File: src/rtl/adc_seq_pkg.sv
package adc_seq_pkg;

  typedef enum logic [1:0] {
    ST_IDLE  = 2'd0,
    ST_START = 2'd1,
    ST_WAIT  = 2'd2
  } seq_state_e;

endpackage

File: src/rtl/adc_seq_ctrl.sv
module adc_seq_ctrl
  import adc_seq_pkg::*;
#(
  parameter int CH_W  = 3,
  parameter int SLOTS = 4,
  localparam int SLOT_W = $clog2(SLOTS)
) (
  input  logic              clk,
  input  logic              rst_n,
  input  logic              enable_i,
  input  logic [CH_W-1:0]   chan_sel_i,
  input  logic              conv_done_i,
  output logic              conv_start_o,
  output logic [CH_W-1:0]   chan_o,
  output logic              wr_en_o,
  output logic [CH_W-1:0]   wr_addr_o,
  output logic [SLOT_W-1:0] slot_o,
  output logic              seq_end_o
);

  localparam logic [SLOT_W-1:0] LAST_SLOT = SLOT_W'(SLOTS - 1);

  seq_state_e        state_q, state_d;
  logic [SLOT_W-1:0] slot_q, slot_d;
  logic [CH_W-1:0]   ch_q, ch_d;
  logic              abandon_q, abandon_d;
  logic              irq_q, irq_d;
  logic              wr_en;

  // Next-state logic: issue start, wait for done, advance the slot ring.
  always_comb begin
    state_d   = state_q;
    slot_d    = slot_q;
    ch_d      = ch_q;
    abandon_d = abandon_q;
    irq_d     = 1'b0;
    wr_en     = 1'b0;
    unique case (state_q)
      ST_IDLE: begin
        slot_d    = '0;
        abandon_d = 1'b0;
        if (enable_i) begin
          state_d = ST_START;
          ch_d    = chan_sel_i;
        end
      end
      ST_START: begin
        state_d   = ST_WAIT;
        abandon_d = !enable_i;
      end
      ST_WAIT: begin
        if (!enable_i) abandon_d = 1'b1;
        if (conv_done_i) begin
          wr_en = 1'b1;
          if (abandon_q || !enable_i) begin
            state_d = ST_IDLE;
          end else begin
            state_d = ST_START;
            if (slot_q == LAST_SLOT) begin
              slot_d = '0;
              irq_d  = 1'b1;
              ch_d   = chan_sel_i;
            end else begin
              slot_d = slot_q + 1'b1;
            end
          end
        end
      end
      default: state_d = ST_IDLE;
    endcase
  end

  always_ff @(posedge clk or negedge rst_n) begin
    if (!rst_n) begin
      state_q   <= ST_IDLE;
      slot_q    <= '0;
      ch_q      <= '0;
      abandon_q <= 1'b0;
      irq_q     <= 1'b0;
    end else begin
      state_q   <= state_d;
      slot_q    <= slot_d;
      ch_q      <= ch_d;
      abandon_q <= abandon_d;
      irq_q     <= irq_d;
    end
  end

  assign conv_start_o = (state_q == ST_START);
  assign chan_o       = ch_q;
  assign wr_en_o      = wr_en;
  assign wr_addr_o    = {ch_q[CH_W-1:SLOT_W], slot_q};
  assign slot_o       = slot_q;
  assign seq_end_o    = irq_q;

endmodule

File: src/rtl/adc_result_bank.sv
module adc_result_bank #(
  parameter int DATA_W = 8,
  parameter int ADDR_W = 3,
  localparam int NREG  = 1 << ADDR_W
) (
  input  logic                   clk,
  input  logic                   rst_n,
  input  logic                   wr_en_i,
  input  logic [ADDR_W-1:0]      wr_addr_i,
  input  logic [DATA_W-1:0]      wr_data_i,
  output logic [NREG*DATA_W-1:0] regs_o
);

  for (genvar i = 0; i < NREG; i++) begin : g_reg
    logic [DATA_W-1:0] val_q;
    logic              ce;

    assign ce = wr_en_i && (wr_addr_i == ADDR_W'(i));

    always_ff @(posedge clk or negedge rst_n) begin
      if (!rst_n)  val_q <= '0;
      else if (ce) val_q <= wr_data_i;
    end

    assign regs_o[i*DATA_W +: DATA_W] = val_q;
  end

endmodule

File: src/rtl/adc_quad_seq.sv
module adc_quad_seq #(
  parameter int DATA_W = 8,
  parameter int CH_W   = 3,
  parameter int SLOTS  = 4,
  localparam int SLOT_W = $clog2(SLOTS),
  localparam int NREG   = 1 << CH_W
) (
  input  logic                   clk,
  input  logic                   rst_n,
  input  logic                   enable_i,
  input  logic [CH_W-1:0]        chan_sel_i,
  output logic                   conv_start_o,
  output logic [CH_W-1:0]        conv_chan_o,
  input  logic                   conv_done_i,
  input  logic [DATA_W-1:0]      conv_data_i,
  output logic [NREG*DATA_W-1:0] results_o,
  output logic                   irq_o
);

  logic              wr_en_w;
  logic [CH_W-1:0]   wr_addr_w;
  logic [SLOT_W-1:0] slot_w;

  adc_seq_ctrl #(
    .CH_W  (CH_W),
    .SLOTS (SLOTS)
  ) u_ctrl (
    .clk          (clk),
    .rst_n        (rst_n),
    .enable_i     (enable_i),
    .chan_sel_i   (chan_sel_i),
    .conv_done_i  (conv_done_i),
    .conv_start_o (conv_start_o),
    .chan_o       (conv_chan_o),
    .wr_en_o      (wr_en_w),
    .wr_addr_o    (wr_addr_w),
    .slot_o       (slot_w),
    .seq_end_o    (irq_o)
  );

  adc_result_bank #(
    .DATA_W (DATA_W),
    .ADDR_W (CH_W)
  ) u_bank (
    .clk       (clk),
    .rst_n     (rst_n),
    .wr_en_i   (wr_en_w),
    .wr_addr_i (wr_addr_w),
    .wr_data_i (conv_data_i),
    .regs_o    (results_o)
  );

endmodule

File: config.mk
export PLATFORM = sky130hd
export DESIGN_NAME = adc_quad_seq
export DESIGN_NICKNAME = d
export VERILOG_FILES = /design/src/rtl/adc_seq_pkg.sv /design/src/rtl/adc_seq_ctrl.sv /design/src/rtl/adc_result_bank.sv /design/src/rtl/adc_quad_seq.sv
export SDC_FILE = /design/constraint.sdc
export NUM_CORES = 1
export LEC_CHECK = 0
export BUFFER_PORTS_ARGS = -buffer_cell sky130_fd_sc_hd__buf_2
export CELL_PAD_IN_SITES_DETAIL_PLACEMENT = 2
export CELL_PAD_IN_SITES_GLOBAL_PLACEMENT = 2
export CORE_ASPECT_RATIO = 0.8
export CORE_MARGIN = 2
export CORE_UTILIZATION = 35
export DETAILED_ROUTE_END_ITERATION = 16
export PLACE_DENSITY = 0.88
export RECOVER_POWER = 50
export SLEW_MARGIN = 25
export SYNTH_ARGS = -nofsm -noshare
export SYNTH_HDL_FRONTEND = slang
export SYNTH_SLANG_ARGS = --single-unit
export TNS_END_PERCENT = 20
File: constraint.sdc
create_clock -name clk -period 1.79 [get_ports clk]
set_input_delay 0.179 -clock clk [delete_from_list [all_inputs] [get_ports clk]]
set_output_delay 0.179 -clock clk [all_outputs]
set_load 0.02 [all_outputs]
==> reports/qor.yml, run 1 <==
status:
  status: "finished clean"
timing:
  post-route-period-util: 0.963
  finalSetupTns_ps: 0
  period_minus_slack_ps: 1720
  finalHoldWorstSlack_ps: 76.1
  setup-violations-final: 0
  slew_viol_final: 0
  hold_viol: 0
  fmax_mhz: 580
  slew_headroom: 0.431
  tightest_slew_ps: 853
  clock_skew_ps: 11.7
placement:
  gp_congestion: 0.768
  port_buffers: 83
  dp_hpwl_um: 5490
global_route:
  grt_first_pass_wirelength_um: 11500
  first_global_vias: 2013
  gr-total-overflow: 0
  grt_max_degree: 44
  antenna_found_initial: 0
  grt.total_usage: 0.170
route:
  dr.pass1.iters: 3
  wire_per_inst_um: 18.6
  routed_wl_um: 7460
  via_per_inst: 4.83
  first_iter_violations: 32
  drc: 0
  final_antenna_net_count: 0
  num_vias: 1937
cts:
  cts_tree: "yes"
  worstSkewPairLatency_ps: 340
  cts_buffer_depth: 2
  numCtsBuffers: 9
  cts_max_level: 3
  cts-root-buf: "clkbuf_8"
  cts.clk_slew.worst_paths_ps: 70
  cts.sinks: 73
critical_path:
  critPathArrivalTime_ps: 1950
  worstPathMaxFanout: 17
  critPathLaunchType: "register"
  crit_path_end_kind: "register"
  critPathKind: "register to register"
  worstPathRequired_ps: 2010
hold_path:
  min_path_type: "input pin to register"
logic_synthesis:
  ys_warn_count: 0
  syn_area_sq_um: 3000
  syn_inst: 189
  syn-num-nets: 213
  syn_area_per_cell_sq_um: 15.9
  synth_seq_area_share: 0.609
  ys_seq_elements: 73
  synth_cell_types: 26
power_and_ir_drop:
  leakage_nw: 1.94
  vdd_drop_max_uv: 622
  power_density_nw_per_um2: 1380
die:
  initial_core_util: 0.357
  num_rows: 30
  placeableCoreArea_sq_um: 8410
  die_area_sq_um: 9340
  io_pins: 84
  die_x_um: 108
  die_h_um: 86.8
layout:
  layout_commonest_cell: "dfrtp_1"
  finalNetCount: 310
  final_cell_mix: "dfrtp_1 (73), mux2_2 (68), buf_2 (48)"
  drive_gt1_frac: 0.509
  multi_input_area_sq_um: 1150
  seqCellArea_sq_um: 1830
  num-fill-cells: 888
  area_delta_synth_final_pct: 25.3
  antenna_cells: 0
run:
  cap_violations: 0
==> metrics by stage <==
step / setup slack [ps] / power (mW) / area (sq um) / utilization / std cells
floorplan: 202 / 3.42 / 3000 / - / 189
global placement: 67.9 / 3.99 / 3580 / 0.426 / 384
detailed placement: 4.98 / 4.08 / 3580 / 0.426 / 384
CTS: 14.6 / 5.27 / 3780 / 0.449 / 399
global route: -6.91 / 5.48 / 3760 / 0.447 / 401
finish: 66.8 / 5.17 / 3760 / 0.447 / 401
==> what timing repair did <==
| item | in CTS | in global routing |
|---|---|---|
| hold endpoints to repair | 30 | 0 |
| endpoints found under the setup margin | 3 | 13 |
| buffers inserted | 0 | 2 |
| pin swaps | 1 | 0 |
| gates resized for setup | 2 | 2 |
| hold buffers | 1 | 0 |
==> final timing paths <==
kind | from | to | depth (start not counted) | slack [ps]
max | u_ctrl.state_q[0] | u_ctrl.chan_o[2] | 6 | 70
min | chan_sel_i[2] | u_ctrl.chan_o[2] | 2 | 80
max reg2reg | u_ctrl.state_q[0] | u_ctrl.chan_o[2] | 6 | 70
min reg2reg | u_bank.g_reg[5].val_q[5] | u_bank.g_reg[5].val_q[5] | 1 | 510
max in group asynchronous | rst_n | u_bank.g_reg[5].val_q[3] | 3 | 610
min in group asynchronous | rst_n | u_ctrl.abandon_q | 2 | 480
==> metal layers <==
metal,GRT usage,vias up,wire length (um)
li1,-,875,-
met1,0.224,1002,3430
met2,0.272,52,3620
met3,0.0534,8,330
met4,0.0490,0,76
met5,0,-,0
==> worst max-delay path, cell delays in order, from the launching register on <==
cell	delay, ps
dfrtp_1	400
inv_1	80
ha_1	230
buf_12	160
and4b_1	200
o21ai_4	170
mux2_2	350
==> power breakdown <==
part | internal, mW | switching (mW) | total (mW)
logic | 0.691 | 1.03 | 1.72
registers | 2.04 | 0.273 | 2.31
clock network | 0.559 | 0.576 | 1.13
total | 3.29 | 1.88 | 5.17
==> logic make-up after synthesis <==
family,count (synthesis),synth area share
AND/OR/NAND/NOR,19,0.0559
buffers and inverters,10,0.0192
adder cells (fa/ha/maj),9,0.0375
AO/OA/AOI/OAI,9,0.0200
flip-flops,73,0.609
multiplexers,69,0.259
==> cells in the mapped netlist (all sizes together) <==
cell | instances | area (sq um)
nor2b | 2 | 20.0
inv | 6 | 22.5
o2bb2ai | 1 | 8.76
nand3 | 4 | 35.0
buf | 4 | 35.0
nand4 | 4 | 50.1
nand4b | 2 | 23.8
nand2b | 1 | 6.26
o211ai | 2 | 15.0
a21oi | 2 | 10.0
dfrtp | 73 | 1830
and4b | 1 | 10.0
o31ai | 1 | 7.51
nor2 | 3 | 11.3
nand3b | 1 | 7.51
nand2 | 1 | 3.75
mux2 | 69 | 777
ha | 9 | 113
o21ai | 3 | 18.8
==> cell type report <==
cell class                 count  area share
clock buffer                  11      0.0402
inverter                       6     0.00599
sequential                    73       0.486
clock inverter                 3     0.00466
tap                          112      0.0372
timing repair buffer          90       0.120
multi-input combinational    106       0.306
==> registers in the layout, summed over array words and instances (netlist names) <==
register,count
u_ctrl.abandon_q,1
u_ctrl.chan_o,3
u_bank.g.val_q,64
u_ctrl.slot_o,2
u_ctrl.state_q,2
u_ctrl.seq_end_o,1
(Power assumes the default switching activity.)
==> inputs of run 2 (changes only) <==
Settings changed: CORE_ASPECT_RATIO 0.8 to unset.
==> reports/qor.yml, run 2 (same netlist as run 1, synthesis figures left out) <==
global_route:
  antenna_found_initial: 0  # unchanged
  first_global_vias: 2263  # +12%
  grt.total_usage: 0.186  # +0.0166
  grt_first_pass_wirelength_um: 13400  # +16%
  gr-total-overflow: 0  # unchanged
  grt_max_degree: 44  # unchanged
cts:
  cts.sinks: 73  # unchanged
  cts_max_level: 3  # unchanged
  worstSkewPairLatency_ps: 340  # about the same
  numCtsBuffers: 9  # unchanged
  cts-root-buf: "clkbuf_8"
  cts_tree: "yes"
  cts_buffer_depth: 2  # unchanged
  post-cts-setup-buffers: 0  # unchanged
  cts.clk_slew.worst_paths_ps: 80  # about the same
power_and_ir_drop:
  power_density_nw_per_um2: 1480  # +7.8%
  vdd_drop_max_uv: 521  # -16%
  leakage_nw: 2.00  # +3.2%
layout:
  antenna_cells: 0  # unchanged
  largest_reg_flops: 64  # unchanged
  drive_gt1_frac: 0.556  # +0.0469
  layout_commonest_cell: "dfrtp_1"
  final_cell_mix: "dfrtp_1 (73), mux2_2 (68), buf_2 (63)"
  area_delta_synth_final_pct: 26.3
  final_cells: 393  # -2.0%
  regMostFlops: "u_bank.g.val_q"
  finalNetCount: 307  # -0.97%
timing:
  setup-violations-final: 2  # +2
  clock_skew_ps: 9.54  # -2.15 ps
  slew_viol_final: 0  # unchanged
  slew_headroom: 0.443  # +0.0117
  layout_setup_ws_ps: -14.8  # -81.6 ps
  hold_viol: 0  # unchanged
  finalSetupTns_ps: -15.4  # -15.4 ps
  post-route-period-util: 1.01  # +0.0456
  rsz0062_at_grt: "true"
  period_minus_slack_ps: 1800  # +81.6 ps
  tightest_slew_ps: 835  # -17.5 ps
  fmax_mhz: 554  # -4.5%
die:
  placeableCoreArea_sq_um: 8260  # -1.8%
  initial_core_util: 0.363  # +0.00649
  die_area_sq_um: 9330  # about the same
  num_rows: 33  # +10%
  die_h_um: 96.6  # +11%
  io_pins: 84  # unchanged
  die_x_um: 96.6  # -10%
route:
  final_antenna_net_count: 0  # unchanged
  first_iter_violations: 51  # +59%
  drc: 0  # unchanged
  routed_wl_um: 8230  # +10%
  wire_per_inst_um: 20.9  # +13%
  dr.pass1.iters: 4  # +1
  num_vias: 1978  # +2.1%
  via_per_inst: 5.03  # +4.2%
critical_path:
  critPathKind: "register to register"
  crit_path_end_kind: "register"
  critPathLaunchType: "register"
  critical_path.startpoint: "u_ctrl.state_q[0]"
  worstPathMaxFanout: 9  # -8
  rr_worst_depth: 5  # -1
  worstPathRequired_ps: 2020  # about the same
  reg2reg_from: "u_ctrl.state_q[0]"
  critPathArrivalTime_ps: 2030  # +80 ps
status:
  status: "complete, but fails checks"
  failed_checks: "setup timing"
placement:
  port_buffers: 83  # unchanged
  gp_congestion: 0.745  # -2.9%
  dp_hpwl_um: 5700  # +3.8%
  placedCellCount: 376  # -2.1%
hold_path:
  min_path_type: "input pin to register"
  min_path_cells: 2  # unchanged
  min_from: "chan_sel_i[2]"
run:
  cap_violations: 0  # unchanged
-- run 2: repair_timing --
action	in CTS	in global routing
hold buffers	1	0
pin swaps	0	1
hold endpoints to repair	30	0
resized for setup	2	1
setup endpoints to repair	12	31
-- run 2: layout make-up --
class	instances	area (sq um)
flip-flops and latches	73	1830
well taps	105	131
multi-input cells	106	1140
clock inverters	6	115
inverters	6	22.5
repair buffers	87	424
fillers	851	4470
clock buffers	10	128
-- run 2: per-layer routing --
layer | vias to the layer above | wire length, um | track usage
met2 | 54 | 4370 | 0.326
met4 | 0 | 139 | 0.0639
li1 | 868 | - | -
met3 | 10 | 375 | 0.0499
met1 | 1046 | 3340 | 0.221
met5 | - | 0 | 0
-- run 2: worst paths after layout --
kind                                       endpoint  slack, ps
setup / recovery           u_bank.g_reg[1].val_q[1]        -10
max in group asynchronous  u_bank.g_reg[5].val_q[7]        260
min in group asynchronous  u_bank.g_reg[6].val_q[5]        470
setup reg to reg           u_bank.g_reg[1].val_q[1]        -10
hold reg to reg            u_bank.g_reg[0].val_q[6]        500
hold / removal                     u_ctrl.chan_o[2]         60
-- run 2: stage by stage --
step	power [mW]	area [sq um]	util	setup WS, ps	hold WS [ps]
global route	5.94	3790	0.459	-77.0	42.3
finish	5.62	3790	0.459	-14.8	60.6
detailed placement	4.09	3550	0.430	0.910	156
floorplan	3.42	3000	-	202	-117
CTS	5.72	3820	0.463	-1.04	44.1
global placement	3.98	3550	0.430	68.8	156
-- run 2: worst max-delay path: stages (launching register included) --
cell     delay (ps)
dfrtp_1         420
inv_1           100
ha_1            190
buf_4           220
nand3_2         350
mux2_2          400
-- run 2: report_power, final --
part | switching [mW] | total [mW] | internal [mW]
Combinational | 1.06 | 1.72 | 0.663
Sequential | 0.274 | 2.32 | 2.04
Clock | 0.652 | 1.59 | 0.934
